==> src/rtl/aud_rx_pkg.sv <==
package aud_rx_pkg;

  typedef enum logic [1:0] {
    FMT_RJ  = 2'b00,
    FMT_I2S = 2'b01,
    FMT_LJ  = 2'b10,
    FMT_DSP = 2'b11
  } aud_fmt_e;

  // Number of bits a right-justified word carries for a given length select.
  function automatic int unsigned rj_word_len(logic [1:0] sel, int unsigned full_w);
    case (sel)
      2'b00:   return full_w;
      2'b01:   return full_w - 4;
      default: return full_w - 8;
    endcase
  endfunction

endpackage

==> src/rtl/aud_rx_front.sv <==
// Line sampling and word-boundary detection. DSP framing samples both lines
// on the falling bit-clock edge; the rising-edge engine then sees those values.
module aud_rx_front
  import aud_rx_pkg::*;
(
  input  logic     bclk,
  input  logic     rst_n,
  input  logic     lrclk,
  input  logic     sdata,
  input  aud_fmt_e fmt,
  output logic     bit_o,
  output logic     start_o,
  output logic     lvl_left_o
);

  logic lr_fall_q;
  logic sd_fall_q;
  logic lr_prev_q;
  logic lr_s;
  logic use_fall;

  always_ff @(negedge bclk or negedge rst_n) begin
    if (!rst_n) begin
      lr_fall_q <= 1'b0;
      sd_fall_q <= 1'b0;
    end else begin
      lr_fall_q <= lrclk;
      sd_fall_q <= sdata;
    end
  end

  assign use_fall = (fmt == FMT_DSP);
  assign lr_s     = use_fall ? lr_fall_q : lrclk;
  assign bit_o    = use_fall ? sd_fall_q : sdata;

  always_ff @(posedge bclk or negedge rst_n) begin
    if (!rst_n) begin
      lr_prev_q <= 1'b0;
    end else begin
      lr_prev_q <= lr_s;
    end
  end

  // Level formats start a word on any frame-clock change; DSP on a rising pulse.
  assign start_o    = use_fall ? (lr_s & ~lr_prev_q) : (lr_s ^ lr_prev_q);
  assign lvl_left_o = (fmt == FMT_I2S) ? ~lr_s : lr_s;

endmodule

==> src/rtl/aud_rx_window.sv <==
// Decides, per bit position within the current word slot, whether the bit
// belongs to the word and how many bits the word may hold.
module aud_rx_window
  import aud_rx_pkg::*;
#(
  parameter int SAMPLE_W   = 24,
  parameter int HALF_FRAME = 32,
  parameter int POS_W      = 7,
  parameter int NB_W       = 5
) (
  input  aud_fmt_e          fmt,
  input  logic [1:0]        wlen_sel,
  input  logic [POS_W-1:0]  pos,
  output logic              in_win,
  output logic [NB_W-1:0]   limit
);

  localparam int LEN_LONG  = rj_word_len(2'b00, SAMPLE_W);
  localparam int LEN_MID   = rj_word_len(2'b01, SAMPLE_W);
  localparam int LEN_SHORT = rj_word_len(2'b10, SAMPLE_W);

  localparam logic [POS_W-1:0] OFF_LONG  = POS_W'(HALF_FRAME - LEN_LONG);
  localparam logic [POS_W-1:0] OFF_MID   = POS_W'(HALF_FRAME - LEN_MID);
  localparam logic [POS_W-1:0] OFF_SHORT = POS_W'(HALF_FRAME - LEN_SHORT);
  localparam logic [POS_W-1:0] OFF_ZERO  = '0;
  localparam logic [POS_W-1:0] OFF_ONE   = POS_W'(1);

  localparam logic [NB_W-1:0] LIM_FULL  = NB_W'(SAMPLE_W);
  localparam logic [NB_W-1:0] LIM_MID   = NB_W'(LEN_MID);
  localparam logic [NB_W-1:0] LIM_SHORT = NB_W'(LEN_SHORT);

  logic [POS_W-1:0] first_pos;

  always_comb begin
    first_pos = OFF_ZERO;
    limit     = LIM_FULL;
    unique case (fmt)
      FMT_LJ:  first_pos = OFF_ZERO;
      FMT_I2S: first_pos = OFF_ONE;
      FMT_DSP: first_pos = OFF_ONE;
      FMT_RJ: begin
        case (wlen_sel)
          2'b00: begin
            first_pos = OFF_LONG;
            limit     = LIM_FULL;
          end
          2'b01: begin
            first_pos = OFF_MID;
            limit     = LIM_MID;
          end
          default: begin
            first_pos = OFF_SHORT;
            limit     = LIM_SHORT;
          end
        endcase
      end
      default: first_pos = OFF_ZERO;
    endcase
  end

  assign in_win = (pos >= first_pos);

endmodule

==> src/rtl/aud_rx_engine.sv <==
// Shared shift engine: tracks the bit position within the current word slot,
// places accepted bits MSB-first, and hands the finished word out at the
// next boundary.
module aud_rx_engine
  import aud_rx_pkg::*;
#(
  parameter int SAMPLE_W   = 24,
  parameter int HALF_FRAME = 32,
  parameter int POS_W      = 7
) (
  input  logic                bclk,
  input  logic                rst_n,
  input  aud_fmt_e            fmt,
  input  logic [1:0]          wlen_sel,
  input  logic                bit_in,
  input  logic                start,
  input  logic                lvl_left,
  output logic                done,
  output logic                done_left,
  output logic [SAMPLE_W-1:0] done_word
);

  localparam int NB_W = $clog2(SAMPLE_W + 1);
  localparam logic [POS_W-1:0] POS_MAX = '1;

  logic [POS_W-1:0]    pos_q, pos_cur;
  logic [NB_W-1:0]     nb_q, nb_cur, nb_next;
  logic [SAMPLE_W-1:0] sh_q, sh_cur, sh_next;
  logic                active_q;
  logic                ch_q, ch_next;
  logic                in_win;
  logic [NB_W-1:0]     limit;
  logic                cap;

  aud_rx_window #(
    .SAMPLE_W  (SAMPLE_W),
    .HALF_FRAME(HALF_FRAME),
    .POS_W     (POS_W),
    .NB_W      (NB_W)
  ) u_window (
    .fmt     (fmt),
    .wlen_sel(wlen_sel),
    .pos     (pos_cur),
    .in_win  (in_win),
    .limit   (limit)
  );

  always_comb begin
    if (start) begin
      pos_cur = '0;
    end else if (pos_q == POS_MAX) begin
      pos_cur = POS_MAX;
    end else begin
      pos_cur = pos_q + 1'b1;
    end
    nb_cur  = start ? '0 : nb_q;
    sh_cur  = start ? '0 : sh_q;
    cap     = in_win && (nb_cur < limit);
    sh_next = sh_cur;
    nb_next = nb_cur;
    for (int i = 0; i < SAMPLE_W; i++) begin
      if (cap && (nb_cur == NB_W'(SAMPLE_W - 1 - i))) begin
        sh_next[i] = bit_in;
      end
    end
    if (cap) begin
      nb_next = nb_cur + 1'b1;
    end
  end

  always_comb begin
    ch_next = ch_q;
    if (start) begin
      if (fmt == FMT_DSP) begin
        ch_next = active_q ? ~ch_q : 1'b1;
      end else begin
        ch_next = lvl_left;
      end
    end
  end

  always_ff @(posedge bclk or negedge rst_n) begin
    if (!rst_n) begin
      pos_q    <= POS_MAX;
      nb_q     <= '0;
      sh_q     <= '0;
      active_q <= 1'b0;
      ch_q     <= 1'b1;
    end else begin
      pos_q    <= pos_cur;
      nb_q     <= nb_next;
      sh_q     <= sh_next;
      active_q <= active_q | start;
      ch_q     <= ch_next;
    end
  end

  assign done      = start & active_q;
  assign done_left = ch_q;
  assign done_word = sh_q;

endmodule

==> src/rtl/aud_serial_rx.sv <==
module aud_serial_rx
  import aud_rx_pkg::*;
#(
  parameter int SAMPLE_W   = 24,
  parameter int HALF_FRAME = 32,
  parameter int POS_W      = 7
) (
  input  logic                bclk,
  input  logic                rst_n,
  input  logic                lrclk,
  input  logic                sdata,
  input  logic [1:0]          fmt_pin,
  input  logic [1:0]          fmt_reg,
  input  logic [1:0]          wlen_sel,
  output logic [SAMPLE_W-1:0] left_data,
  output logic                left_valid,
  output logic [SAMPLE_W-1:0] right_data,
  output logic                right_valid
);

  localparam int N_CH = 2;

  aud_fmt_e            fmt_eff;
  logic                bit_s, start_s, lvl_left_s;
  logic                done_s, done_left_s;
  logic [SAMPLE_W-1:0] done_word_s;
  logic [SAMPLE_W-1:0] data_q [N_CH];
  logic                vld_q  [N_CH];

  assign fmt_eff = aud_fmt_e'(fmt_pin | fmt_reg);

  aud_rx_front u_front (
    .bclk      (bclk),
    .rst_n     (rst_n),
    .lrclk     (lrclk),
    .sdata     (sdata),
    .fmt       (fmt_eff),
    .bit_o     (bit_s),
    .start_o   (start_s),
    .lvl_left_o(lvl_left_s)
  );

  aud_rx_engine #(
    .SAMPLE_W  (SAMPLE_W),
    .HALF_FRAME(HALF_FRAME),
    .POS_W     (POS_W)
  ) u_engine (
    .bclk     (bclk),
    .rst_n    (rst_n),
    .fmt      (fmt_eff),
    .wlen_sel (wlen_sel),
    .bit_in   (bit_s),
    .start    (start_s),
    .lvl_left (lvl_left_s),
    .done     (done_s),
    .done_left(done_left_s),
    .done_word(done_word_s)
  );

  // Channel 0 is left, channel 1 is right.
  for (genvar c = 0; c < N_CH; c++) begin : g_ch
    localparam logic IS_LEFT = (c == 0);
    logic hit;
    assign hit = done_s && (done_left_s == IS_LEFT);
    always_ff @(posedge bclk or negedge rst_n) begin
      if (!rst_n) begin
        data_q[c] <= '0;
        vld_q[c]  <= 1'b0;
      end else begin
        vld_q[c] <= hit;
        if (hit) begin
          data_q[c] <= done_word_s;
        end
      end
    end
  end

  assign left_data   = data_q[0];
  assign left_valid  = vld_q[0];
  assign right_data  = data_q[1];
  assign right_valid = vld_q[1];

endmodule

==> config.mk <==
export PLATFORM = sky130hd
export DESIGN_NAME = aud_serial_rx
export DESIGN_NICKNAME = d
export VERILOG_FILES = /design/src/rtl/aud_rx_pkg.sv /design/src/rtl/aud_rx_front.sv /design/src/rtl/aud_rx_window.sv /design/src/rtl/aud_rx_engine.sv /design/src/rtl/aud_serial_rx.sv
export SDC_FILE = /design/constraint.sdc
export NUM_CORES = 1
export LEC_CHECK = 0
export BUFFER_PORTS_ARGS = -buffer_cell sky130_fd_sc_hd__buf_2
export CAP_MARGIN = 20
export CORE_MARGIN = 3
export CORE_UTILIZATION = 50
export DETAILED_ROUTE_END_ITERATION = 6
export GPL_TIMING_DRIVEN = 0
export PLACE_DENSITY_LB_ADDON = 0.2
export SLEW_MARGIN = 20
export SYNTH_ARGS = -nofsm -noshare
export SYNTH_HDL_FRONTEND = slang
export SYNTH_SLANG_ARGS = --single-unit
==> constraint.sdc <==
create_clock -name bclk -period 4.7 [get_ports bclk]
set_clock_uncertainty 0.15 [all_clocks]
set_input_delay 0.235 -clock bclk [delete_from_list [all_inputs] [get_ports bclk]]
set_output_delay 0.235 -clock bclk [all_outputs]
set_load 0.1 [all_outputs]
==> metrics.md <==
| Metric | Value |
|---|---|
| Total GRT Usage | 0.1946 |
| Die area | 9376 um2 |
| Comb pwr share | 0.433 |
| I/O pin count | 60 |
| Root Driver | clkbuf_8 |
| Starting Density | 0.5257 |
| Post-Route WL | 8760 um |
| Sequential area share after synthesis | 0.5544 |
| Largest net degree at the start of global routing | 60 |
| Power share of the clock group | 0.189 |
| WS Path Type | reg -> reg |
| Synth async-reset ratio | 1.000 |
| Crit. End Element | flip-flop |
| Die Span Y | 96.83 um |
| Initial DRC Count | 131 |
| Routed len/inst | 15.53 um |
| Failing checks | setup timing |
| Yosys cell types | 46 |
| Final nets | approximately 480 |
| Avg Inst Size Synth | roughly 11 um2 |
| Vias post-DR | just under 3,000 |
| CTS tree | yes |
| Worst hold stages | 4 |
| Relative slew margins | 0.4093 |
| Number of I/O port buffers | 59 |
| Cells after Synth | 378 |
| Final Worst Setup Slack | -0.7335 ns |
| Switching power | 1101 uW |
| Post-DP HPWL | 6041 um |
| Antenna Cells | 0 |
| Routability Congestion | 0.9050 |
| Vias per inst | 5.289 |
| Reg2Reg Depth | 13 |
| Mapped cell area | 4125 um2 |
| Site Rows | 32 |
| Synth Warn # | 0 |
| Seq cells post-synth | 91 |
| Die width | 96.83 um |
| Initial antenna violation count | 0 |
| First-pass GRT wire length | 14,790 um |
| Sw frac | 0.4400 |
| Internal power | 1401 uW |
| Dominant synthesized flop cell | dfrtp_1 |
| Max-cap violation count | 0 |
| Fin Hold WS | 0.04644 ns |
| Flop pwr share | 0.377 |
| Commonest non-fill, non-tap cell in the layout | nand2_1 |
| RSZ-0062 raised after global routing | true |
| DRC | 0 |
| Syn Nets | 400 |
| Power Density | 499.7 nW/um2 |
| Overflow after GRT | 0 |
| Most frequent cells in the layout | 108 x nand2_1, 81 x dfrtp_1, 60 x buf_2, 24 x mux2_2, 24 x mux2i_1 |
| Vias in the first global route | 2,954 |
| CP startpoint kind | flip-flop |
| Core Region | 7848 um2 |
| Clock Latency Late Sink | 0.37 ns |
| CP required | 4.83 ns |
| Antenna Nets Post-Route | 0 |
| Final setup viols | 29 |
| Crit path DAT | ~5.6 ns |
| Post-synth EDFFs | 0 |
| Worst hold path type | in -> reg |
| Slew @ Worst Pin | about 0.88 ns |
| Critical-path maximum fanout | 10 |
| VDD IR max | 0.0002614 V |
| CTS Sinks | between 90 and 100 |
| Slew Limit Fails | 0 |
| Fin. Hold Viols | 0 |
| Final setup TNS | -19.29 ns |
| Share of layout cells above drive strength 1 | 0.3528 |
| Area growth from synthesis to layout | 21.41% |
| Reg clk slew, reported paths | roughly 0.090 ns |
| Outcome | finished with violations |
| Leak | between 0.002 and 0.003 uW |
| Bufs on Longest Clock Path | 2 |
| Num CTS Buffers | 9 |
| CTS HTree Levels | 3 |
| Fillers | 680 |
| First-pass DRT Iterations | 4 |
Yosys cell counts, types with 6 or more instances:
| cell | count | area share |
|---|---|---|
| a21oi_1 | 8 | 0.0097 |
| buf_2 | 8 | 0.0097 |
| clkbuf_1 | 9 | 0.0082 |
| dfrtp_1 | 81 | 0.49 |
| dfstp_2 | 8 | 0.051 |
| ha_1 | 12 | 0.036 |
| inv_1 | 6 | 0.0055 |
| mux2_2 | 25 | 0.068 |
| mux2i_1 | 24 | 0.058 |
| nand2_1 | 109 | 0.099 |
| nand3_1 | 20 | 0.024 |
| nand4_1 | 9 | 0.014 |
| nor2_1 | 9 | 0.0082 |
| xnor2_1 | 6 | 0.013 |
repair_timing:
action,4_1_cts,5_1_grt
hold buffers,1,0
pin swaps,3,4
buffers inserted,5,3
setup endpoints to repair,68,61
resized for setup,14,19
hold endpoints to repair,29,0
state kept, by name (all words and copies together) (netlist names):
name	flops
left_valid	1
u_front.lr_fall_q	1
right_data	24
u_engine.nb_q	5
u_engine.active_q	1
u_front.lr_prev_q	1
u_engine.done_left	1
right_valid	1
u_front.sd_fall_q	1
left_data	24
u_engine.done_word	24
u_engine.pos_q	7
routing by layer:
metal	up-vias	GRT usage	share of wire	routed length, um
li1	1441	-	-	-
met1	1445	0.2850	0.48	4217
met2	81	0.2887	0.46	4002
met3	16	0.05047	0.047	415
met4	0	0.05184	0.014	125
met5	-	0	0	0
power groups by stage:
stage	sequential [uW]	clock, uW	combinational [uW]
2_1_floorplan	1270	0	452
3_3_place_gp	955	0	952
3_5_place_dp	962	0	971
4_1_cts	946	482	1030
5_1_grt	958	518	1160
6_report	945	474	1080
final timing paths:
| check | start | to | slack [ns] |
|---|---|---|---|
| hold / removal | lrclk | u_engine.done_left | 0.05 |
| max in group asynchronous | rst_n | u_front.lr_fall_q | 1.59 |
| hold reg to reg | right_data[8] | right_data[8] | 0.32 |
| setup / recovery | u_front.lr_fall_q | u_engine.done_word[18] | -0.73 |
| setup reg to reg | u_front.lr_fall_q | u_engine.done_word[18] | -0.73 |
| min in group asynchronous | rst_n | right_data[11] | 0.21 |
cell families after synthesis:
group,after synthesis,synth area share
XOR/XNOR,7,0.01486
buffers and inverters,25,0.02699
flip-flops,91,0.5544
AO/OA/AOI/OAI,21,0.03670
AND/OR/NAND/NOR,170,0.1914
multiplexers,52,0.1392
adder cells (fa/ha/maj),12,0.03640
stage by stage:
| stage | setup WS (ns) | cell area [um2] | instances | total power [uW] | util |
|---|---|---|---|---|---|
| 5_1_grt | -0.8479 | 5009 | 564 | 2632 | 0.6382 |
| 2_1_floorplan | -0.6405 | 4185 | 378 | 1719 | - |
| 6_report | -0.7335 | 5009 | 564 | 2503 | 0.6382 |
| 4_1_cts | -0.7005 | 4903 | 562 | 2461 | 0.6248 |
| 3_5_place_dp | -0.9657 | 4638 | 540 | 1933 | 0.5910 |
| 3_3_place_gp | -0.9025 | 4608 | 539 | 1907 | 0.5872 |
layout make-up:
cell class,instances,area [um2],area share
clock inverter,6,41.29,0.008244
clock buffer,10,127.6,0.02548
inverter,7,28.78,0.005746
timing repair buffer,69,395.4,0.07894
tap,102,127.6,0.02548
sequential,91,2287,0.4567
buffer,17,125.1,0.02498
multi-input combinational,262,1876,0.3745
critical path, cell delays in order (launching register included):
cell and delay [ns]:
dfrtn_1 0.33, mux2_4 0.29, ha_4 0.27, inv_4 0.03
mux2_4 0.26, buf_6 0.15, a21oi_2 0.15, ha_1 0.27
a21oi_1 0.13, o21ai_0 0.10, a211o_1 0.35, buf_6 0.17
nand4_1 0.16, mux2i_1 0.21
(Power assumes the default switching activity.)
